**src/rtl/rt_pkg.sv**
```systemverilog
package rt_pkg;

    localparam int SLOTS  = 4;
    localparam int HOPS   = 3;
    localparam int NODES  = 4;
    localparam int SLOT_W = $clog2(SLOTS);
    localparam int GRP_W  = $clog2(SLOTS + 1);

    typedef enum logic [1:0] {
        ND_LEAF_LO = 2'd0,
        ND_LEAF_HI = 2'd1,
        ND_JOIN    = 2'd2,
        ND_CARRY   = 2'd3
    } node_e;

    typedef struct packed {
        logic       used;
        logic [1:0] opnd;
        node_e      node;
    } hop_t;

    typedef struct packed {
        logic                 valid;
        logic                 tni;
        hop_t [HOPS-1:0]      hop;
    } word_t;

    // default node visited by a slot at a given hop
    function automatic node_e hop_node(int slot, int hop);
        case (hop)
            0:       return (slot < 2) ? ND_LEAF_LO : ND_LEAF_HI;
            1:       return ND_JOIN;
            default: return ND_CARRY;
        endcase
    endfunction

    // operand port code (1 = first, 2 = second) of a slot at a hop
    function automatic logic [1:0] hop_opnd(int slot, int hop);
        case (hop)
            0:       return (slot % 2 == 1) ? 2'd2 : 2'd1;
            1:       return (slot >= 2) ? 2'd2 : 2'd1;
            default: return 2'd2;
        endcase
    endfunction

    // slots feeding the first operand side of a node
    function automatic logic [SLOTS-1:0] node_lmask(node_e n);
        case (n)
            ND_LEAF_LO: return 4'b0001;
            ND_LEAF_HI: return 4'b0100;
            ND_JOIN:    return 4'b0011;
            default:    return 4'b0000;
        endcase
    endfunction

    // slots feeding the second operand side of a node
    function automatic logic [SLOTS-1:0] node_rmask(node_e n);
        case (n)
            ND_LEAF_LO: return 4'b0010;
            ND_LEAF_HI: return 4'b1000;
            ND_JOIN:    return 4'b1100;
            default:    return 4'b1111;
        endcase
    endfunction

    // execution cycle of a node relative to its iteration base
    function automatic logic [4:0] node_offset(node_e n);
        case (n)
            ND_LEAF_LO: return 5'd1;
            ND_LEAF_HI: return 5'd3;
            ND_JOIN:    return 5'd8;
            default:    return 5'd14;
        endcase
    endfunction

endpackage

```
**src/rtl/rt_slot_clock.sv**
```systemverilog
module rt_slot_clock
    import rt_pkg::*;
#(
    parameter int TIME_W = 16
) (
    input  logic              clk,
    input  logic              rst,
    output logic [SLOT_W-1:0] slot,
    output logic              last_slot,
    output logic [TIME_W-1:0] base
);

    assign last_slot = (slot == SLOT_W'(SLOTS - 1));

    always_ff @(posedge clk) begin
        if (rst) begin
            slot <= '0;
            base <= '0;
        end else begin
            slot <= slot + SLOT_W'(1);
            if (last_slot)
                base <= base + TIME_W'(SLOTS);
        end
    end

endmodule

```
**src/rtl/rt_slot_capture.sv**
```systemverilog
module rt_slot_capture
    import rt_pkg::*;
(
    input  logic              clk,
    input  logic              rst,
    input  logic [SLOT_W-1:0] slot,
    input  logic              din_valid,
    input  logic              set_end,
    output logic [SLOTS-1:0]  slot_v,
    output logic [SLOTS-1:0]  slot_e
);

    logic [SLOTS-2:0] v_q;
    logic [SLOTS-2:0] e_q;

    always_ff @(posedge clk) begin
        if (rst) begin
            v_q <= '0;
            e_q <= '0;
        end else begin
            for (int s = 0; s < SLOTS - 1; s++) begin
                if (slot == SLOT_W'(s)) begin
                    v_q[s] <= din_valid;
                    e_q[s] <= din_valid && set_end;
                end
            end
        end
    end

    // last slot of the iteration is taken straight from the inputs
    assign slot_v = {din_valid, v_q};
    assign slot_e = {din_valid && set_end, e_q};

endmodule

```
**src/rtl/rt_claim_unit.sv**
```systemverilog
module rt_claim_unit
    import rt_pkg::*;
(
    input  logic [SLOTS-1:0]        slot_v,
    input  logic [SLOTS-1:0]        slot_e,
    input  logic                    carry_in,
    output word_t [SLOTS-1:0]       words,
    output logic                    carry_out
);

    logic [GRP_W-1:0] grp [SLOTS];
    logic [GRP_W-1:0] open_grp;
    logic [SLOTS-1:0] member [SLOTS+1];
    logic [SLOTS:0]   ended;
    logic [NODES-1:0] claimed;
    logic [GRP_W-1:0] claim_grp [NODES];

    // group numbering: a new group starts after every closing element
    always_comb begin
        logic [GRP_W-1:0] g;
        g = '0;
        for (int s = 0; s < SLOTS; s++) begin
            grp[s] = g;
            if (slot_v[s] && slot_e[s])
                g = g + GRP_W'(1);
        end
        open_grp = g;
        for (int k = 0; k <= SLOTS; k++) begin
            member[k] = '0;
            ended[k]  = 1'b0;
        end
        for (int s = 0; s < SLOTS; s++) begin
            if (slot_v[s]) begin
                member[grp[s]][s] = 1'b1;
                if (slot_e[s])
                    ended[grp[s]] = 1'b1;
            end
        end
    end

    // node claims: a closing group takes a node when both sides hold it
    always_comb begin
        logic lhs;
        logic rhs;
        for (int n = 0; n < NODES; n++) begin
            claimed[n]   = 1'b0;
            claim_grp[n] = '0;
            for (int k = 0; k < SLOTS; k++) begin
                lhs = (|(member[k] & node_lmask(node_e'(n))))
                      || (n == int'(ND_CARRY) && k == 0 && carry_in);
                rhs = |(member[k] & node_rmask(node_e'(n)));
                if (ended[k] && lhs && rhs) begin
                    claimed[n]   = 1'b1;
                    claim_grp[n] = GRP_W'(k);
                end
            end
        end
    end

    assign carry_out = (|member[open_grp]) || (carry_in && open_grp == '0);

    for (genvar s = 0; s < SLOTS; s++) begin : g_slot
        word_t w;
        always_comb begin
            node_e nd;
            logic  keep;
            w       = '0;
            w.valid = slot_v[s];
            w.tni   = slot_v[s] && !ended[grp[s]];
            for (int h = 0; h < HOPS; h++) begin
                nd   = hop_node(s, h);
                keep = slot_v[s] && (ended[grp[s]]
                       ? (claimed[nd] && claim_grp[nd] == grp[s])
                       : !claimed[nd]);
                if (keep) begin
                    w.hop[h].used = 1'b1;
                    w.hop[h].opnd = hop_opnd(s, h);
                    w.hop[h].node = nd;
                end
            end
        end
        assign words[s] = w;
    end

endmodule

```
**src/rtl/rt_table_bank.sv**
```systemverilog
module rt_table_bank
    import rt_pkg::*;
#(
    parameter int TIME_W = 16
) (
    input  logic              clk,
    input  logic              rst,
    input  logic              load,
    input  word_t [SLOTS-1:0] words_in,
    input  logic              carry_next,
    input  logic [TIME_W-1:0] base_in,
    input  logic [SLOT_W-1:0] slot,
    output word_t             word_out,
    output logic [TIME_W-1:0] base_out,
    output logic              carry_q
);

    word_t [SLOTS-1:0] bank;

    always_ff @(posedge clk) begin
        if (rst) begin
            bank     <= '0;
            base_out <= '0;
            carry_q  <= 1'b0;
        end else if (load) begin
            bank     <= words_in;
            base_out <= base_in;
            carry_q  <= carry_next;
        end
    end

    assign word_out = bank[slot];

endmodule

```
**src/rtl/rt_path_partition.sv**
```systemverilog
module rt_path_partition
    import rt_pkg::*;
#(
    parameter int TIME_W = 16
) (
    input  logic                   clk,
    input  logic                   rst,
    input  logic                   din_valid,
    input  logic                   set_end,
    output logic                   out_valid,
    output logic                   out_tni,
    output logic [HOPS-1:0]        out_hop_used,
    output logic [HOPS*TIME_W-1:0] out_hop_time,
    output logic [2*HOPS-1:0]      out_hop_opnd
);

    logic [SLOT_W-1:0] slot;
    logic              last_slot;
    logic [TIME_W-1:0] base;
    logic [SLOTS-1:0]  slot_v;
    logic [SLOTS-1:0]  slot_e;
    word_t [SLOTS-1:0] words;
    logic              carry_q;
    logic              carry_next;
    word_t             word_out;
    logic [TIME_W-1:0] base_out;

    rt_slot_clock #(.TIME_W(TIME_W)) u_clock (
        .clk       (clk),
        .rst       (rst),
        .slot      (slot),
        .last_slot (last_slot),
        .base      (base)
    );

    rt_slot_capture u_capture (
        .clk       (clk),
        .rst       (rst),
        .slot      (slot),
        .din_valid (din_valid),
        .set_end   (set_end),
        .slot_v    (slot_v),
        .slot_e    (slot_e)
    );

    rt_claim_unit u_claim (
        .slot_v    (slot_v),
        .slot_e    (slot_e),
        .carry_in  (carry_q),
        .words     (words),
        .carry_out (carry_next)
    );

    rt_table_bank #(.TIME_W(TIME_W)) u_bank (
        .clk        (clk),
        .rst        (rst),
        .load       (last_slot),
        .words_in   (words),
        .carry_next (carry_next),
        .base_in    (base),
        .slot       (slot),
        .word_out   (word_out),
        .base_out   (base_out),
        .carry_q    (carry_q)
    );

    assign out_valid = word_out.valid;
    assign out_tni   = word_out.tni;

    for (genvar h = 0; h < HOPS; h++) begin : g_hop
        assign out_hop_used[h] = word_out.hop[h].used;
        assign out_hop_opnd[2*h +: 2] = word_out.hop[h].opnd;
        assign out_hop_time[h*TIME_W +: TIME_W] = word_out.hop[h].used
            ? base_out + TIME_W'(node_offset(word_out.hop[h].node))
            : '0;
    end

endmodule

```
**config.mk**
```make
export PLATFORM = sky130hd
export DESIGN_NAME = rt_path_partition
export DESIGN_NICKNAME = d
export VERILOG_FILES = /design/src/rtl/rt_pkg.sv /design/src/rtl/rt_slot_clock.sv /design/src/rtl/rt_slot_capture.sv /design/src/rtl/rt_claim_unit.sv /design/src/rtl/rt_table_bank.sv /design/src/rtl/rt_path_partition.sv
export SDC_FILE = /design/constraint.sdc
export NUM_CORES = 1
export LEC_CHECK = 0
export ABC_CLOCK_PERIOD_IN_PS = 3380
export BUFFER_PORTS_ARGS = -buffer_cell sky130_fd_sc_hd__buf_2
export CAP_MARGIN = 40
export CORE_MARGIN = 2
export CORE_UTILIZATION = 25
export DETAILED_ROUTE_END_ITERATION = 16
export PLACE_DENSITY_LB_ADDON = 0.25
export SETUP_SLACK_MARGIN = 0.4
export SLEW_MARGIN = 20
export SYNTH_ARGS = -nofsm -noshare
export SYNTH_HDL_FRONTEND = slang
export SYNTH_HIERARCHICAL = 1
export SYNTH_SLANG_ARGS = --single-unit
export TNS_END_PERCENT = 5
```
**constraint.sdc**
```tcl
create_clock -name clk -period 3.38 [get_ports clk]
set_input_delay 0.507 -clock clk [delete_from_list [all_inputs] [get_ports clk]]
set_output_delay 0.507 -clock clk [all_outputs]
set_load 0.005 [all_outputs]
```
==> results of run 1 <==
-- final cells by class --
type                            count  share of cell area
Tap cell                          384              0.0576
Multi-Input combinational cell    580               0.556
Timing Repair Buffer              103              0.0801
Clock inverter                      7              0.0107
Inverter                           20             0.00990
Clock buffer                        9              0.0270
Sequential cell                   107               0.258
-- metrics by stage --
stage	cell area (um^2)	hold slack [ps]	worst slack [ps]	setup TNS, ps	cells
finish	8340	492	118	0	1210
detailed placement	7620	476	122	0	1186
CTS	8110	496	93.0	0	1209
global placement	7620	467	157	0	1186
floorplan	7360	431	407	0	820
global route	8340	510	-17.7	-60.0	1210
-- cells in the mapped netlist, types with 7 or more instances --
master,number,area share
a211oi_1,9,0.0093
clkbuf_1,18,0.0093
mux4_1,7,0.025
o21ai_0,22,0.015
inv_1,19,0.0098
buf_2,13,0.0090
mux2i_1,90,0.12
nand4_1,8,0.0069
buf_6,14,0.022
dfxtp_1,107,0.30
nand2_1,24,0.012
a21oi_1,45,0.031
xnor2_1,25,0.030
or3_1,21,0.018
and2_1,18,0.016
buf_4,66,0.068
mux4_2,10,0.031
ha_1,22,0.038
nand3_1,15,0.010
a21o_1,8,0.0083
nor2_1,127,0.066
-- report_power, final --
group          internal [mW]  switching (mW)
Sequential              1.28          0.0247
Clock                  0.537           0.540
Combinational          0.132           0.172
Total                   1.95           0.737
-- flip-flops by register name, indices dropped and copies added (netlist names) --
name and cells:
u_bank/base_out 16, u_capture/e_q 3, u_capture/v_q 3, u_clock/slot 2, u_bank/carry_q 1, u_bank/bank 68
u_clock/base 14
-- cell families after synthesis --
logic type               after synthesis  share of synthesized area
AO/OA/AOI/OAI                        127                      0.124
XOR/XNOR                              30                     0.0362
adder cells (fa/ha/maj)               26                     0.0489
buffers and inverters                133                      0.122
flip-flops                           107                      0.295
multiplexers                         111                      0.187
other                                  2                    0.00103
AND/OR/NAND/NOR                      262                      0.186
-- path summary, 6_finish.rpt --
check / slack [ps] / end / start / cells past startpoint
worst max register to register: 530 / u_bank/bank[51] / u_capture/e_q[1] / 13
worst max-delay path: 120 / out_hop_time[29] / u_clock/slot[0] / 9
worst min register to register: 490 / u_bank/bank[37] / u_bank/bank[37] / 2
worst min-delay path: 490 / u_bank/bank[37] / u_bank/bank[37] / 2
-- layer usage --
metal / global-route usage / vias to the layer above / share of wire
met5: 0 / - / 0
met4: 0.0301 / 0 / 0.012
met3: 0.0188 / 15 / 0.039
met2: 0.178 / 91 / 0.45
met1: 0.160 / 2558 / 0.50
li1: - / 2776 / -
-- cell usage in the layout (no fill, tap or decap), drive strengths merged, types with 6 or more instances in the layout --
cell type  instances
clkbuf             9
and2              19
mux2i             90
ha                22
nand2             25
o21ai             24
a21o               8
a211oi             9
dfxtp            107
or3               21
xnor2             25
mux4              17
nor2             127
nand3             16
nand4             12
nand2b             6
buf              103
inv               22
a21oi             45
conb              24
nand3b             7
-- what timing repair did --
action / CTS / global route
resized for setup: 28 / 50
pin swaps: 5 / 34
cloned: 0 / 1
hold buffers: 0 / 0
endpoints found under the hold margin: 0 / 0
endpoints found under the setup margin: 52 / 67
setup buffers: 7 / 0
-- worst max-delay path, delay by kind of cell, from the launching register on --
| kind | cells | cell delay, ps |
|---|---|---|
| and+or+nand+nor | 1 | 310 |
| muxes | 1 | 550 |
| AOI/OAI and AO/OA | 3 | 420 |
| buffers and inverters | 3 | 400 |
| DFF | 1 | 420 |
| adders and majority gates | 1 | 290 |
==> key figures, run 1 <==
Placement
  – Detailed placement HPWL: 12,100 um
  – Routability Congestion: 0.764
  – IO buf count: 62

Clock tree
  – Clk buf depth: 2
  – # H-tree levels: 3
  – Clk slew on worst S/H paths: 80 ps
  – CTS tree: done
  – Total CTS buffers: 9
  – CTS root buffer: clkbuf_16
  – CTS Sinks: 107
  – Worst-Skew Late Latency: 350 ps

Yosys
  – Yosys reg bits: 107
  – Avg Inst Size Synth: 9.10 um^2
  – Unique masters post-synth: 72
  – Async S/R FF share, synth: 0
  – Post-synthesis cell area: 7260 um^2
  – Number of synthesized flops with an enable pin: 0
  – Dominant synthesized flop cell: dfxtp_1
  – Yosys Warn Count: 6
  – Mapped Cells: 798
  – Post-synthesis sequential area ratio: 0.295

Timing
  – Endpoints failing setup: 0
  – Final Critical Period: 3260 ps
  – Maximum operating frequency: 0.307 GHz
  – Max transition margin: 0.592
  – Period utilization: 0.965
  – RSZ-0062 raised after global routing: yes
  – Hold Violations, Final: 0
  – Slew @ Worst Pin: 612 ps
  – Worst Skew: 10.3 ps
  – Final slew viol count: 0

Route
  – Via count: 5,440
  – Avg WL per Cell: 14.3 um
  – DR vias/cell: 4.50
  – Drt pass-1 iters: 4
  – Antenna-violating nets left: 0
  – Final WL: 17,300 um
  – DRC viols: 0
  – Initial DRC count: 333

Global route
  – Initial antenna violation count: 0
  – Largest net degree at the start of global routing: 85
  – Total congestion overflow: 0
  – Vias in the first global route: 5,240
  – First-pass GRT wire length: 28,300 um
  – Tot GR Track Use: 0.113

Final layout
  – Fraction of layout cells with a size suffix above 1: 0.266
  – Area Overhead vs Synth: 14.9%
  – Layout Nets: 851
  – FF/Latch Area: 2150 um^2
  – Util after Layout: 0.291
  – Multi-input logic area: 4640 um^2
  – Fillcell total: 3,045
  – Antenna Cells: 0

Critical path
  – Crit Path Class: register to primary output
  – CP max FO: 6
  – WP data required: 2870 ps
  – Worst setup EP type: primary output
  – Crit-path most repeated cell: buf_6
  – Startpoint types: register
  – WP data arrival: 2760 ps
  – Max incr delay on CP: 550 ps
  – CP Cell Sequence: buf_6 > mux4_2 > ha_4 > a21o_1 > a31oi_4 > buf_6 > or3_1 > a21oi_2 > buf_2
  – Slowest cell on crit path: mux4_2

Hold path
  – HP Class: register to register

Pwr
  – Maximum vdd drop: 0.220 mV
  – Power per Cell Area: 323 nW/um^2
  – Leakage power: 3.04 nW
  – Tot Pwr: 2.69 mW

Floorplan
  – Starting Density: 0.254
  – Rows: 62
  – Core area: 28,600 um^2
  – IO Pins: 63
  – Die Ht: 174 um
  – Die ar.: 30,400 um^2
  – Die width: 174 um

Flow run
  – MaxCap Viol Count: 0

Outcome
  – Status: finished, final reports clean
(Power assumes the default switching activity.)
==> run 2: changes to the inputs <==
--- a/config.mk
+++ b/config.mk
@@ -8,6 +8,7 @@
 export ABC_CLOCK_PERIOD_IN_PS = 3380
 export BUFFER_PORTS_ARGS = -buffer_cell sky130_fd_sc_hd__buf_2
 export CAP_MARGIN = 40
+export CORE_ASPECT_RATIO = 0.7
 export CORE_MARGIN = 2
 export CORE_UTILIZATION = 25
 export DETAILED_ROUTE_END_ITERATION = 16
==> run 2 against run 1 <==
Sequential power is essentially flat. Register-to-register slack lost 220 ps. Sequential share of layout area grew 0.47 points. Die area is essentially flat. Critical path depth is the same. Critical path type unchanged. Largest power group unchanged.
==> key figures, run 2 (synthesis gave the netlist of run 1 again) <==
Global route
  – Tot GR Track Use: 0.118
  – Initial antenna violation count: 0
  – Vias in the first global route: 5,164
  – Largest net degree at the start of global routing: 89
  – First-pass GRT wire length: 29,100 um
  – Total congestion overflow: 0

Route
  – Via count: 5,563
  – Antenna-violating nets left: 0
  – DRC viols: 0
  – Avg WL per Cell: 14.9 um
  – Drt pass-1 iters: 5
  – Final WL: 17,900 um
  – Initial DRC count: 387
  – DR vias/cell: 4.61

Placement
  – Detailed placement HPWL: 13,000 um
  – IO buf count: 62
  – Routability Congestion: 0.827

Floorplan
  – IO Pins: 63
  – Die width: 208 um
  – Rows: 52
  – Die Ht: 147 um
  – Die ar.: 30,400 um^2
  – Core area: 28,800 um^2
  – Starting Density: 0.252

Final layout
  – Area Overhead vs Synth: 12.5%
  – Largest Register: u_bank/bank
  – Largest regs: u_bank/bank x68, u_bank/base_out x16, u_clock/base x14
  – Most common cell after layout, fill and taps aside: nor2_1
  – FF/Latch Area: 2150 um^2
  – Multi-input logic area: 4480 um^2
  – Commonest cells after routing, fill and taps aside: nor2_1 (127), dfxtp_1 (105), mux2i_1 (90)
  – Layout Nets: 852
  – Fraction of layout cells with a size suffix above 1: 0.227
  – Number of flip-flops in the largest register: 68
  – Fillcell total: 3,074

Clock tree
  – Clk slew on worst S/H paths: 90 ps
  – CTS root buffer: clkbuf_16
  – CTS tree: done
  – Worst-Skew Late Latency: 370 ps
  – Total CTS buffers: 9
  – Clk buf depth: 2
  – # H-tree levels: 3
  – CTS Sinks: 107

Hold path
  – HP Class: input port to register
  – Hold depth: 2
  – Hold Path End: u_clock/base[11]
  – Worst min-delay path startpoint: rst

Pwr
  – Maximum vdd drop: 0.243 mV
  – Tot Pwr: 2.70 mW
  – Power per Cell Area: 331 nW/um^2
  – Leakage power: 3.05 nW

Critical path
  – Slowest cell on crit path: mux4_2
  – Startpoint types: register
  – Flop2flop setup slack: 310 ps
  – R2R depth: 11
  – CP max FO: 6
  – Worst setup EP type: primary output
  – WP data arrival: 2800 ps
  – Reg2Reg Capture Point: u_bank/bank[40]
  – Crit Path Class: register to primary output
  – Crit-path most repeated cell: buf_6
  – Max incr delay on CP: 570 ps
  – Worst r2r src: u_capture/e_q[2]
  – CP Cell Sequence: buf_6 > mux4_2 > and2_4 > ha_4 > a31oi_4 > buf_6 > or3_1 > a21oi_2 > buf_2
  – WP data required: 2870 ps

Outcome
  – Status: finished, final reports clean

Timing
  – Final hold slack: 389 ps
  – Period utilization: 0.980
  – Endpoints failing setup: 0
  – Maximum operating frequency: 0.302 GHz
  – Final Critical Period: 3310 ps
  – RSZ-0062 raised after global routing: yes
  – Hold Violations, Final: 0
  – Setup TNS: 0 ps
  – Final slew viol count: 0
  – Slew @ Worst Pin: 644 ps
  – Max transition margin: 0.571
  – Worst Skew: 15.8 ps

Flow run
  – MaxCap Viol Count: 0
-- run 2: layer usage --
layer,global-route usage,wire length (um)
met1,0.198,10400
met2,0.147,6610
met3,0.0247,755
met4,0.0241,165
met5,0,0
-- run 2: worst max-delay path by stage --
stage,startpoint,slack [ps],cells after the start,end
floorplan,u_clock/slot[0],410,9,out_hop_time[41]
global placement,u_clock/slot[0],230,8,out_hop_time[14]
detailed placement,u_clock/slot[0],220,8,out_hop_time[14]
CTS,u_clock/slot[0],60,9,out_hop_time[41]
global route,u_clock/slot[0],-50,9,out_hop_time[37]
finish,u_clock/slot[0],70,9,out_hop_time[43]
-- run 2: report_power, final --
group	internal (mW)	total, mW	switching, mW
clock	0.535	1.09	0.557
combinational	0.130	0.302	0.172
sequential	1.29	1.31	0.0230
total	1.95	2.70	0.752
-- run 2: repair_timing --
item                       CTS  global route
gates cloned                 1             0
buffers inserted             6             0
hold endpoints to repair     0             0
pin swaps                    9             2
resized for setup           30             6
setup endpoints to repair   46            66
hold buffers                 0             0
-- run 2: through the flow --
stage | util | instance area (um^2) | setup slack [ps] | instances
after CTS | 0.282 | 8110 | 58.9 | 1204
after global routing | 0.284 | 8170 | -50.8 | 1205
after floorplan | - | 7360 | 407 | 820
after detailed placement | 0.265 | 7610 | 215 | 1181
after global placement | 0.265 | 7610 | 227 | 1181
final | 0.284 | 8170 | 68.3 | 1206
-- run 2: cell type report --
| type | count | share of cell area |
|---|---|---|
| tap | 378 | 0.0579 |
| clock buffer | 9 | 0.0276 |
| antenna | 1 | 0.000306 |
| timing repair buffer | 104 | 0.0823 |
| multi-input combinational | 580 | 0.548 |
| clock inverter | 7 | 0.0115 |
| inverter | 20 | 0.00919 |
| sequential | 107 | 0.263 |
-- run 2: worst max-delay path: cells and delay by family (launching register included) --
kind,cells,cell delay [ps]
and+or+nand+nor,2,530
AOI/OAI and AO/OA,2,250
DFF,1,400
buffers and inverters,3,400
muxes,1,570
adders and majority gates,1,300
==> run 3: changes to the inputs <==
--- a/config.mk
+++ b/config.mk
@@ -10,7 +10,8 @@
 export CAP_MARGIN = 40
 export CORE_ASPECT_RATIO = 0.7
 export CORE_MARGIN = 2
-export CORE_UTILIZATION = 25
+export CORE_UTILIZATION = 47
+export CTS_BUF_LIST = sky130_fd_sc_hd__clkbuf_4
 export DETAILED_ROUTE_END_ITERATION = 16
 export PLACE_DENSITY_LB_ADDON = 0.25
 export SETUP_SLACK_MARGIN = 0.4
==> run 3 against run 2 <==
The run now ends with negative setup slack left. Global-route usage increased by 9.2 points. Highest routed layer unchanged. Total power decreased by 16%. Die area decreased by 46%. Critical path type unchanged.
==> key figures, run 3 (synthesis gave the netlist of run 1 again) <==
Floorplan
  – IO Pins: 63
  – Starting Density: 0.487
  – Die ar.: 16,500 um^2
  – Die width: 153 um
  – Rows: 37
  – Core area: 14,900 um^2
  – Die Ht: 108 um

Route
  – Drt pass-1 iters: 6
  – Avg WL per Cell: 17.3 um
  – Final WL: 18,000 um
  – Via count: 5,873
  – DR vias/cell: 5.67
  – Initial DRC count: 465
  – DRC viols: 0
  – Antenna-violating nets left: 0

Final layout
  – Number of flip-flops in the largest register: 68
  – Largest Register: u_bank/bank
  – Fraction of layout cells with a size suffix above 1: 0.280
  – Fin cells: 1,035
  – Layout Nets: 864
  – Util after Layout: 0.544
  – Most common cell after layout, fill and taps aside: nor2_1
  – Commonest cells after routing, fill and taps aside: nor2_1 (127), dfxtp_1 (103), mux2i_1 (90)
  – Largest regs: u_bank/bank x68, u_bank/base_out x16, u_clock/base x14
  – Area Overhead vs Synth: 11.8%
  – Fillcell total: 1,353

Placement
  – Post-Place Setup Slack: 133 ps
  – IO buf count: 62
  – Detailed placement HPWL: 12,300 um
  – Placed cell count: 1,003
  – Routability Congestion: 0.917

Pwr
  – Logic gate share of total power: 0.138
  – Flop pwr share: 0.582
  – Int Pwr: 1.60 mW
  – Clock Power Share: 0.281
  – Psw: 0.656 mW
  – Power per Cell Area: 278 nW/um^2
  – Tot Pwr: 2.26 mW
  – Leakage power: 3.04 nW
  – Sw Ratio: 0.290
  – Maximum vdd drop: 0.146 mV

Timing
  – Hold Violations, Final: 0
  – Final setup margin: -56.8 ps
  – Max transition margin: 0.537
  – Period utilization: 1.02
  – Maximum operating frequency: 0.291 GHz
  – Final slew viol count: 0
  – Slew @ Worst Pin: 694 ps
  – Worst Skew: 28.1 ps
  – Endpoints failing setup: 5
  – RSZ-0062 raised after global routing: yes
  – Final Critical Period: 3440 ps

Critical path
  – Flop2flop setup slack: 500 ps
  – Crit Path Class: register to primary output
  – WP data arrival: 2930 ps
  – WP data required: 2870 ps
  – CP max FO: 6
  – Startpoint types: register
  – Worst r2r src: u_capture/e_q[2]
  – Worst setup EP type: primary output
  – Reg2Reg Capture Point: u_bank/bank[38]
  – R2R depth: 11

Global route
  – Vias in the first global route: 5,223
  – First-pass GRT wire length: 28,100 um
  – Largest net degree at the start of global routing: 89
  – Total congestion overflow: 0
  – Initial antenna violation count: 1
  – Tot GR Track Use: 0.210

Clock tree
  – Hold-fix buffers, CTS: 0
  – CTS root buffer: clkbuf_4
  – CTS tree: done
  – # H-tree levels: 3
  – Total CTS buffers: 9
  – CTS Sinks: 107
  – Clk slew on worst S/H paths: 180 ps
  – Clk buf depth: 2
  – Worst-Skew Late Latency: 470 ps

Hold path
  – Hold depth: 2
  – Hold Path End: u_bank/bank[33]
  – Worst min-delay path startpoint: u_bank/bank[33]
  – HP Class: register to register

Flow run
  – MaxCap Viol Count: 0

Outcome
  – Failing checks: negative setup slack
  – Status: finished, violations left
run 3: power by group through the flow:
stage / Combinational (mW) / Clock, mW / Sequential, mW
3_3_place_gp: 0.283 / 0 / 1.34
6_report: 0.311 / 0.634 / 1.31
2_1_floorplan: 0.287 / 0 / 1.33
5_1_grt: 0.337 / 0.707 / 1.32
4_1_cts: 0.305 / 0.656 / 1.31
3_5_place_dp: 0.288 / 0 / 1.34
run 3: cell type report:
cell class | instances | area [um^2] | share of cell area
Inverter | 20 | 78.8 | 0.00971
Clock inverter | 6 | 53.8 | 0.00663
Clock buffer | 10 | 75.1 | 0.00925
Timing Repair Buffer | 115 | 758 | 0.0934
Tap cell | 195 | 244 | 0.0301
Sequential cell | 107 | 2150 | 0.266
Multi-Input combinational cell | 581 | 4750 | 0.585
Antenna cell | 1 | 2.50 | 0.000308
run 3: metal layers:
metal / GRT usage / routed length (um) / up-vias
li1: - / - / 2808
met4: 0.0377 / 161 / 0
met2: 0.296 / 7500 / 213
met1: 0.323 / 8870 / 2835
met5: 0 / 0 / -
met3: 0.0545 / 1430 / 17
run 3: what timing repair did:
action / 4_1_cts / 5_1_grt
setup endpoints to repair: 54 / 69
resized for setup: 73 / 25
cloned: 2 / 0
setup buffers: 10 / 3
pin swaps: 40 / 34
run 3: through the flow:
stage	area (um^2)	hold slack, ps	setup TNS (ps)
finish	8110	509	-132
global route	8110	486	-2150
CTS	7960	477	-30.4
detailed placement	7420	472	0
global placement	7420	464	0
floorplan	7360	431	0
run 3: how the worst max path moves through the flow:
stage	start	end	slack, ps	cells past startpoint
final	u_clock/slot[0]	out_hop_time[41]	-60	9
after global routing	u_clock/slot[0]	out_hop_time[41]	-160	10
after CTS	u_clock/slot[0]	out_hop_time[47]	-9	9
after detailed placement	u_clock/slot[0]	out_hop_time[21]	130	8
after global placement	u_clock/slot[0]	out_hop_time[31]	260	8
after floorplan	u_clock/slot[0]	out_hop_time[41]	410	9
run 3: critical path, cell delays in order (launching register included):
cell and delay [ps]:
dfxtp_4 380, buf_8 120, mux4_2 590, and2_4 200, ha_4 300, a31oi_4 110
buf_6 150, or3_4 330, a21oi_2 160, buf_2 140
